`src/rtl/jtag_rst_pkg.sv`:
```
package jtag_rst_pkg;

    localparam int IR_W = 4;

    typedef logic [IR_W-1:0] instr_t;

    localparam instr_t OP_IDCODE   = 4'h1;
    localparam instr_t OP_RSTCHAIN = 4'hC;
    localparam instr_t OP_BYPASS   = 4'hF;
    localparam instr_t IR_CAPTURE  = 4'b0001;

    typedef enum logic [3:0] {
        ST_RESET     = 4'd0,
        ST_IDLE      = 4'd1,
        ST_DR_SELECT = 4'd2,
        ST_DR_CAP    = 4'd3,
        ST_DR_SHIFT  = 4'd4,
        ST_DR_EXIT1  = 4'd5,
        ST_DR_PAUSE  = 4'd6,
        ST_DR_EXIT2  = 4'd7,
        ST_DR_UPD    = 4'd8,
        ST_IR_SELECT = 4'd9,
        ST_IR_CAP    = 4'd10,
        ST_IR_SHIFT  = 4'd11,
        ST_IR_EXIT1  = 4'd12,
        ST_IR_PAUSE  = 4'd13,
        ST_IR_EXIT2  = 4'd14,
        ST_IR_UPD    = 4'd15
    } tap_state_e;

endpackage

```
`src/rtl/tap_fsm.sv`:
```
module tap_fsm
    import jtag_rst_pkg::*;
(
    input  logic       tck,
    input  logic       rst_n,
    input  logic       tms,
    output tap_state_e st_q,
    output logic       go_reset,
    output logic       capture_dr,
    output logic       shift_dr,
    output logic       capture_ir,
    output logic       shift_ir,
    output logic       update_ir
);

    tap_state_e st_d;

    // state register
    always_ff @(posedge tck or negedge rst_n) begin
        if (!rst_n) begin
            st_q <= ST_RESET;
        end else begin
            st_q <= st_d;
        end
    end

    // next state from TMS
    always_comb begin
        st_d = st_q;
        unique case (st_q)
            ST_RESET:     st_d = tms ? ST_RESET     : ST_IDLE;
            ST_IDLE:      st_d = tms ? ST_DR_SELECT : ST_IDLE;
            ST_DR_SELECT: st_d = tms ? ST_IR_SELECT : ST_DR_CAP;
            ST_DR_CAP:    st_d = tms ? ST_DR_EXIT1  : ST_DR_SHIFT;
            ST_DR_SHIFT:  st_d = tms ? ST_DR_EXIT1  : ST_DR_SHIFT;
            ST_DR_EXIT1:  st_d = tms ? ST_DR_UPD    : ST_DR_PAUSE;
            ST_DR_PAUSE:  st_d = tms ? ST_DR_EXIT2  : ST_DR_PAUSE;
            ST_DR_EXIT2:  st_d = tms ? ST_DR_UPD    : ST_DR_SHIFT;
            ST_DR_UPD:    st_d = tms ? ST_DR_SELECT : ST_IDLE;
            ST_IR_SELECT: st_d = tms ? ST_RESET     : ST_IR_CAP;
            ST_IR_CAP:    st_d = tms ? ST_IR_EXIT1  : ST_IR_SHIFT;
            ST_IR_SHIFT:  st_d = tms ? ST_IR_EXIT1  : ST_IR_SHIFT;
            ST_IR_EXIT1:  st_d = tms ? ST_IR_UPD    : ST_IR_PAUSE;
            ST_IR_PAUSE:  st_d = tms ? ST_IR_EXIT2  : ST_IR_PAUSE;
            ST_IR_EXIT2:  st_d = tms ? ST_IR_UPD    : ST_IR_SHIFT;
            ST_IR_UPD:    st_d = tms ? ST_DR_SELECT : ST_IDLE;
            default:      st_d = ST_RESET;
        endcase
    end

    // control decode
    always_comb begin
        go_reset   = (st_d == ST_RESET);
        capture_dr = 1'b0;
        shift_dr   = 1'b0;
        capture_ir = 1'b0;
        shift_ir   = 1'b0;
        update_ir  = 1'b0;
        unique case (st_q)
            ST_DR_CAP:   capture_dr = 1'b1;
            ST_DR_SHIFT: shift_dr   = 1'b1;
            ST_IR_CAP:   capture_ir = 1'b1;
            ST_IR_SHIFT: shift_ir   = 1'b1;
            ST_IR_UPD:   update_ir  = 1'b1;
            default: ;
        endcase
    end

endmodule

```
`src/rtl/tap_ir.sv`:
```
module tap_ir
    import jtag_rst_pkg::*;
(
    input  logic   tck,
    input  logic   rst_n,
    input  logic   tdi,
    input  logic   go_reset,
    input  logic   capture_ir,
    input  logic   shift_ir,
    input  logic   update_ir,
    output instr_t ir_q,
    output logic   ir_tdo
);

    instr_t ir_sh;

    always_ff @(posedge tck or negedge rst_n) begin
        if (!rst_n) begin
            ir_sh <= IR_CAPTURE;
            ir_q  <= OP_BYPASS;
        end else begin
            if (capture_ir) begin
                ir_sh <= IR_CAPTURE;
            end else if (shift_ir) begin
                ir_sh <= {tdi, ir_sh[IR_W-1:1]};
            end
            if (go_reset) begin
                ir_q <= OP_BYPASS;
            end else if (update_ir) begin
                ir_q <= ir_sh;
            end
        end
    end

    assign ir_tdo = ir_sh[0];

endmodule

```
`src/rtl/tap_dr.sv`:
```
module tap_dr
    import jtag_rst_pkg::*;
#(
    parameter int          ID_W     = 32,
    parameter logic [ID_W-1:0] ID_VALUE = 32'h4E2D_9A37
) (
    input  logic   tck,
    input  logic   rst_n,
    input  logic   tdi,
    input  logic   go_reset,
    input  logic   capture_dr,
    input  logic   shift_dr,
    input  instr_t ir_q,
    output logic   dr_tdo,
    output logic   sys_rst_req
);

    logic            sel_rst;
    logic            sel_id;
    logic            sel_byp;
    logic            byp_q;
    logic            chain_q;
    logic [ID_W-1:0] id_sh;

    always_comb begin
        sel_rst = (ir_q == OP_RSTCHAIN);
        sel_id  = (ir_q == OP_IDCODE);
        sel_byp = !sel_rst && !sel_id;
    end

    // bypass stage
    always_ff @(posedge tck or negedge rst_n) begin
        if (!rst_n) begin
            byp_q <= 1'b0;
        end else if (capture_dr && sel_byp) begin
            byp_q <= 1'b0;
        end else if (shift_dr && sel_byp) begin
            byp_q <= tdi;
        end
    end

    // identification register
    always_ff @(posedge tck or negedge rst_n) begin
        if (!rst_n) begin
            id_sh <= ID_VALUE;
        end else if (capture_dr && sel_id) begin
            id_sh <= ID_VALUE;
        end else if (shift_dr && sel_id) begin
            id_sh <= {tdi, id_sh[ID_W-1:1]};
        end
    end

    // reset chain: no capture, no update stage
    always_ff @(posedge tck or negedge rst_n) begin
        if (!rst_n) begin
            chain_q <= 1'b0;
        end else if (go_reset) begin
            chain_q <= 1'b0;
        end else if (shift_dr && sel_rst) begin
            chain_q <= tdi;
        end
    end

    always_comb begin
        if (sel_rst) begin
            dr_tdo = chain_q;
        end else if (sel_id) begin
            dr_tdo = id_sh[0];
        end else begin
            dr_tdo = byp_q;
        end
    end

    assign sys_rst_req = sel_rst && chain_q;

endmodule

```
`src/rtl/jtag_rst_tap.sv`:
```
module jtag_rst_tap
    import jtag_rst_pkg::*;
#(
    parameter int              ID_W     = 32,
    parameter logic [ID_W-1:0] ID_VALUE = 32'h4E2D_9A37,
    parameter bit              USE_TRST = 1'b1,
    parameter bit              TDO_IDLE = 1'b1
) (
    input  logic tck,
    input  logic trst_n,
    input  logic tms,
    input  logic tdi,
    output logic tdo,
    output logic tdo_en,
    output logic sys_rst_req,
    output logic idle_flag
);

    logic       rst_n;
    tap_state_e st_q;
    logic       go_reset;
    logic       capture_dr;
    logic       shift_dr;
    logic       capture_ir;
    logic       shift_ir;
    logic       update_ir;
    instr_t     ir_q;
    logic       ir_tdo;
    logic       dr_tdo;

    generate
        if (USE_TRST) begin : g_trst
            assign rst_n = trst_n;
        end else begin : g_no_trst
            assign rst_n = 1'b1;
        end
    endgenerate

    tap_fsm u_fsm (
        .tck        (tck),
        .rst_n      (rst_n),
        .tms        (tms),
        .st_q       (st_q),
        .go_reset   (go_reset),
        .capture_dr (capture_dr),
        .shift_dr   (shift_dr),
        .capture_ir (capture_ir),
        .shift_ir   (shift_ir),
        .update_ir  (update_ir)
    );

    tap_ir u_ir (
        .tck        (tck),
        .rst_n      (rst_n),
        .tdi        (tdi),
        .go_reset   (go_reset),
        .capture_ir (capture_ir),
        .shift_ir   (shift_ir),
        .update_ir  (update_ir),
        .ir_q       (ir_q),
        .ir_tdo     (ir_tdo)
    );

    tap_dr #(
        .ID_W     (ID_W),
        .ID_VALUE (ID_VALUE)
    ) u_dr (
        .tck         (tck),
        .rst_n       (rst_n),
        .tdi         (tdi),
        .go_reset    (go_reset),
        .capture_dr  (capture_dr),
        .shift_dr    (shift_dr),
        .ir_q        (ir_q),
        .dr_tdo      (dr_tdo),
        .sys_rst_req (sys_rst_req)
    );

    // serial output on the falling edge
    always_ff @(negedge tck or negedge rst_n) begin
        if (!rst_n) begin
            tdo    <= TDO_IDLE;
            tdo_en <= 1'b0;
        end else begin
            tdo_en <= shift_ir || shift_dr;
            if (shift_ir) begin
                tdo <= ir_tdo;
            end else if (shift_dr) begin
                tdo <= dr_tdo;
            end else begin
                tdo <= TDO_IDLE;
            end
        end
    end

    assign idle_flag = (st_q == ST_IDLE);

endmodule

```
`config.mk`:
```
export PLATFORM = sky130hd
export DESIGN_NAME = jtag_rst_tap
export DESIGN_NICKNAME = d
export VERILOG_FILES = /design/src/rtl/jtag_rst_pkg.sv /design/src/rtl/tap_fsm.sv /design/src/rtl/tap_ir.sv /design/src/rtl/tap_dr.sv /design/src/rtl/jtag_rst_tap.sv
export SDC_FILE = /design/constraint.sdc
export NUM_CORES = 1
export LEC_CHECK = 0
export ABC_AREA = 1
export ABC_CLOCK_PERIOD_IN_PS = 1400
export BUFFER_PORTS_ARGS = -buffer_cell sky130_fd_sc_hd__buf_2
export CORE_ASPECT_RATIO = 1.75
export CORE_MARGIN = 2
export CORE_UTILIZATION = 35
export CTS_CLUSTER_SIZE = 8
export DETAILED_ROUTE_END_ITERATION = 7
export GPL_ROUTABILITY_DRIVEN = 0
export PLACE_DENSITY_LB_ADDON = 0.2
export SKIP_CTS_REPAIR_TIMING = 1
export SLEW_MARGIN = 15
export SYNTH_ARGS = -nofsm -noshare
export SYNTH_HDL_FRONTEND = slang
export SYNTH_SLANG_ARGS = --single-unit
```
`constraint.sdc`:
```
create_clock -name tck -period 1.4 [get_ports tck]
set_input_delay 0.07 -clock tck [delete_from_list [all_inputs] [get_ports tck]]
set_output_delay 0.07 -clock tck [all_outputs]
set_load 0.005 [all_outputs]
```
; ---- Word level (Yosys, flattened, before mapping)
; Index checks and enable logic that the tools add are counted.
[word_totals]
out_inout_bits = 4
wordCells = 77
register_bits = 48
[op_classes]
n_reduce_logical = 20
n_eq_ne = 17
muxes = 32
[ops]
columns = operator, n
row1 = two-way mux 32 bit, 2
row2 = case mux 4 bit (12 select lines), 1
row3 = "== test 4 bit, second input constant", 9
row4 = two-way mux 4 bit, 8
row5 = "== test 4 x 3 -> 1 bit, second input constant", 4
row6 = two-way mux 1 bit, 16
row7 = nonzero test 2 bit, 5
row8 = "== test 4 x 1 -> 1 bit, second input constant", 2
row9 = "== test 4 x 2 -> 1 bit, second input constant", 2
row10 = zero test 4 bit, 2
row11 = logical AND 1 bit, 7
row12 = two-way mux 2 bit, 3
row13 = two-way mux 3 bit, 2
row14 = OR reduction 2 bit, 2
row15 = OR reduction 3 bit, 1
row16 = zero test 1 bit, 2
row17 = logical OR 1 bit, 1

; ---- Longest topological paths before layout
[depth]
ltp_word = 6
mapped_depth = 10

; ---- By module
; From an unflattened synthesis, not the netlist that was laid out.
[unflattened]
hier_cells = 322
hier_area_um2 = 2546.2
[by_module_without_submodules]
columns = module, n_inst, area_per_inst_um2, cells_per_inst
row1 = tap_dr, 1, 1732.9, 202
row2 = tap_fsm, 1, 387.9, 70
row3 = tap_ir, 1, 324.1, 36
row4 = jtag_rst_tap, 1, 101.3, 14

==> reports/results.md <==
| Parameter | Reported | Unit |
|---|---|---|
| Run status | finished with violations | - |
| Failing checks | negative setup slack | - |
| Number of clock buffers inserted by TritonCTS | 5 | - |
| Area after DPL | 2670 | um2 |
| Synth top area cells | sky130_fd_sc_hd__dfstp_2 (27%), sky130_fd_sc_hd__dfrtp_1 (27%), sky130_fd_sc_hd__nand2_1 (12%), sky130_fd_sc_hd__nor2_1 (8.6%), sky130_fd_sc_hd__inv_1 (4.8%) | - |
| Top library cells by usage in the layout, fill and taps aside | sky130_fd_sc_hd__nor2_1 (35), sky130_fd_sc_hd__nand2_1 (35), sky130_fd_sc_hd__buf_4 (26) | - |
| Half-perimeter wire length after placement | 3450 | um |
| Routed Antenna Nets | 0 | - |
| Reg clk slew, reported paths | 0.10 | ns |
| Overall routed net length | 5690 | um |
| Number of global-route vias before repair | 1,817 | - |
| Clock tree from TritonCTS | built | - |
| Warning count from the yosys run | 0 | - |
| Synth area leader | sky130_fd_sc_hd__dfstp_2 | - |
| Fillers | 533 | - |
| Maximum count of clock buffers along a single path | 2 | - |
| Synth top area share | 26.7 | % |
| Number of placement rows | 38 | - |
| Synth Flop Type | sky130_fd_sc_hd__dfrtp_1 | - |
| Maximum Capacitance Violations | 0 | - |
| Aggregate global routing overflow | 0 | - |
| Combinational family with the most area after synthesis | simple AND/OR/NAND/NOR gates | - |
| Largest voltage drop on the vdd net | 629 | uV |
| Count of input and output buffers | 7 | - |
| Setup repair after global routing missed its margin | yes | - |
| Total via count after detailed routing | 1,995 | - |
| Sequential fraction of the synthesis area | 54.4 | % |
| Area occupied by registers | 1230 | um2 |
| Fin nets | 346 | - |
| Series of cell instances along the critical path | inv_2, nand4_1, o211ai_1, a41oi_2 | - |
| Adder-Cell Fraction of Synth Area | 0 | % |
| Pleak | 0.00167 | uW |
| Startpoint kind of the worst setup timing path | flop | - |
| Clk sinks | 48 | - |
| Die width | 64.7 | um |
| Detailed-route vias per instance | 4.72 | - |
| Type of the setup path with the least slack | flop to flop | - |
| Proportion of synthesized area in mux cells | 0 | % |
| 1st-iter DRT viols | 38 | - |
| Wire length of the first global-routing pass | 8250 | um |
| Crit path buf inv count | 1 | - |
| Die extent in y | 110 | um |
| H-tree Lvls | 2 | - |
| Post-Route Hold Slack | 0.0749 | ns |
| Footprint of the multi-input gates | 1350 | um2 |
| Netlist area before placement | 2260 | um2 |
| Measured slew at the worst slew-check pin | 0.570 | ns |
| Master of the slowest instance on the critical path | sky130_fd_sc_hd__dfstp_2 | - |
| Initial Utilization | 36.3 | % |
| Synth Register Bits | 48 | - |
| Gate count after technology mapping | 273 | - |
| Overall global routing resource usage | 14.9 | % |
| Floorplan die area | 7140 | um2 |
| Root buffer cell | sky130_fd_sc_hd__clkbuf_8 | - |
| Compound-cell area share of the yosys netlist | 8.19 | % |
| Synthesized area per cell | 8.28 | um2 |
| Endpoint kind of the worst setup timing path | flop | - |
| Arrival @ worst endpoint | 1.39 | ns |
| Total DRC errors in the routed layout | 0 | - |
| Xor/xnor share of the synthesized area | 0 | % |
| Post-DR wirelength/cell | 13.5 | um |
| Worst clock skew | 0.0651 | ns |
| Power density cells | 1400 | nW/um2 |
| Worst-case setup margin in the final layout | -0.400 | ns |
| Min-Delay Path Class | primary input to flop | - |
| Largest fanout of any net on the critical path | 3 | - |
| Number of setup violations in the final report | 45 | - |
| CP required | 0.99 | ns |
| Clock latency on the worst-skew pair | 0.36 | ns |
| Core Footprint | 6230 | um2 |
| Proportion of synthesized flip-flops having asynchronous set or reset | 100 | % |
| Number of top-level pins | 8 | - |
| Number of antenna violations at the first check in global routing | 0 | - |
| Rel. slew slack | 62.0 | % |
| Area of all placed cells without fillers | 3650 | um2 |
| Antenna fix cells | 0 | - |
| Final count of pins violating max slew | 0 | - |
| Synthesized Nets | 277 | - |
| Reg-to-reg slack, setup | -0.40 | ns |
| Delay contributed by the slowest stage of the critical path | 0.56 | ns |
| Pin count of the biggest net entering global routing | 46 | - |
| Number of distinct library cells after synthesis | 25 | - |
| Number of enable flip-flop cells after synthesis | 0 | - |
| Hold Violations, Final | 0 | - |
| First drt pass iteration count | 3 | - |
| Share of layout cells above drive strength 1 | 61.2 | % |
| Area growth from synthesis to layout | 61.7 | % |
| Kind of cell with the highest combined delay on the critical path | flip-flops | - |
| Fraction of the mapped netlist area in simple logic gates | 29.2 | % |
[per-layer routing]
layer | vias to the layer above | GRT usage [%] | share of wire [%]
met2 | 21 | 27.8 | 57
li1 | 993 | - | -
met4 | 0 | 5.02 | 2.6
met1 | 971 | 16.8 | 39
met3 | 10 | 2.64 | 1.7
met5 | - | 0 | 0
[where the power goes]
group / switching [uW] / internal, uW
Combinational: 1340 / 1240
Sequential: 107 / 1560
Clock: 503 / 362
[logic make-up after synthesis]
family / after synthesis
buffers and inverters: 39
DFF: 48
AOI/OAI and AO/OA: 34
and+or+nand+nor: 152
[registers in the layout (all words and copies together), names as in the netlist]
register,cells
u_fsm.st_q,4
u_ir.ir_q,4
tdo_en,1
u_dr.byp_q,1
u_dr.id_sh,32
u_dr.chain_q,1
tdo,1
u_ir.ir_sh,4
[Yosys cell counts, types with 4 or more instances]
| cell type | number |
|---|---|
| sky130_fd_sc_hd__a21oi_1 | 4 |
| sky130_fd_sc_hd__buf_6 | 4 |
| sky130_fd_sc_hd__dfrtp_1 | 24 |
| sky130_fd_sc_hd__dfstp_2 | 23 |
| sky130_fd_sc_hd__inv_1 | 29 |
| sky130_fd_sc_hd__nand2_1 | 71 |
| sky130_fd_sc_hd__nand2_2 | 4 |
| sky130_fd_sc_hd__nand3_1 | 6 |
| sky130_fd_sc_hd__nor2_1 | 52 |
| sky130_fd_sc_hd__nor3_1 | 7 |
| sky130_fd_sc_hd__nor3_2 | 8 |
| sky130_fd_sc_hd__o21ai_0 | 15 |
| sky130_fd_sc_hd__o21ai_1 | 8 |
[layout make-up]
class                      count  share of cell area, %
clock buffer                   5                   1.88
clock inverter                 4                  0.685
inverter                      30                   3.73
multi-input combinational    187                   37.0
sequential                    48                   33.7
tap                           80                   2.74
timing repair buffer          69                   20.3
[final timing paths]
path | start | end | cells after the start
min reg2reg | u_dr.id_sh[27] | u_dr.id_sh[27] | 2
max in group asynchronous | trst_n | tdo | 2
max | u_ir.ir_q[0] | tdo | 4
min in group asynchronous | trst_n | u_ir.ir_sh[0] | 2
max reg2reg | u_ir.ir_q[0] | tdo | 4
min | tdi | u_dr.id_sh[31] | 3
[per-stage QoR]
stage	setup WS, ns	util [%]	power [uW]	TNS (ns)	cells
2_1_floorplan	-0.380	-	2400	-0.562	273
3_3_place_gp	-0.390	42.8	3090	-6.94	392
3_5_place_dp	-0.415	42.8	3100	-6.90	392
4_1_cts	-0.400	44.3	3970	-8.34	400
5_1_grt	-0.425	58.7	5440	-8.61	423
6_report	-0.400	58.7	5120	-4.94	423
[worst register-to-register path: stages (launching register included)]
cell	delay (ns)
sky130_fd_sc_hd__dfstp_2	0.56
sky130_fd_sc_hd__inv_2	0.04
sky130_fd_sc_hd__nand4_1	0.14
sky130_fd_sc_hd__o211ai_1	0.14
sky130_fd_sc_hd__a41oi_2	0.20
(Power assumes the default switching activity.)
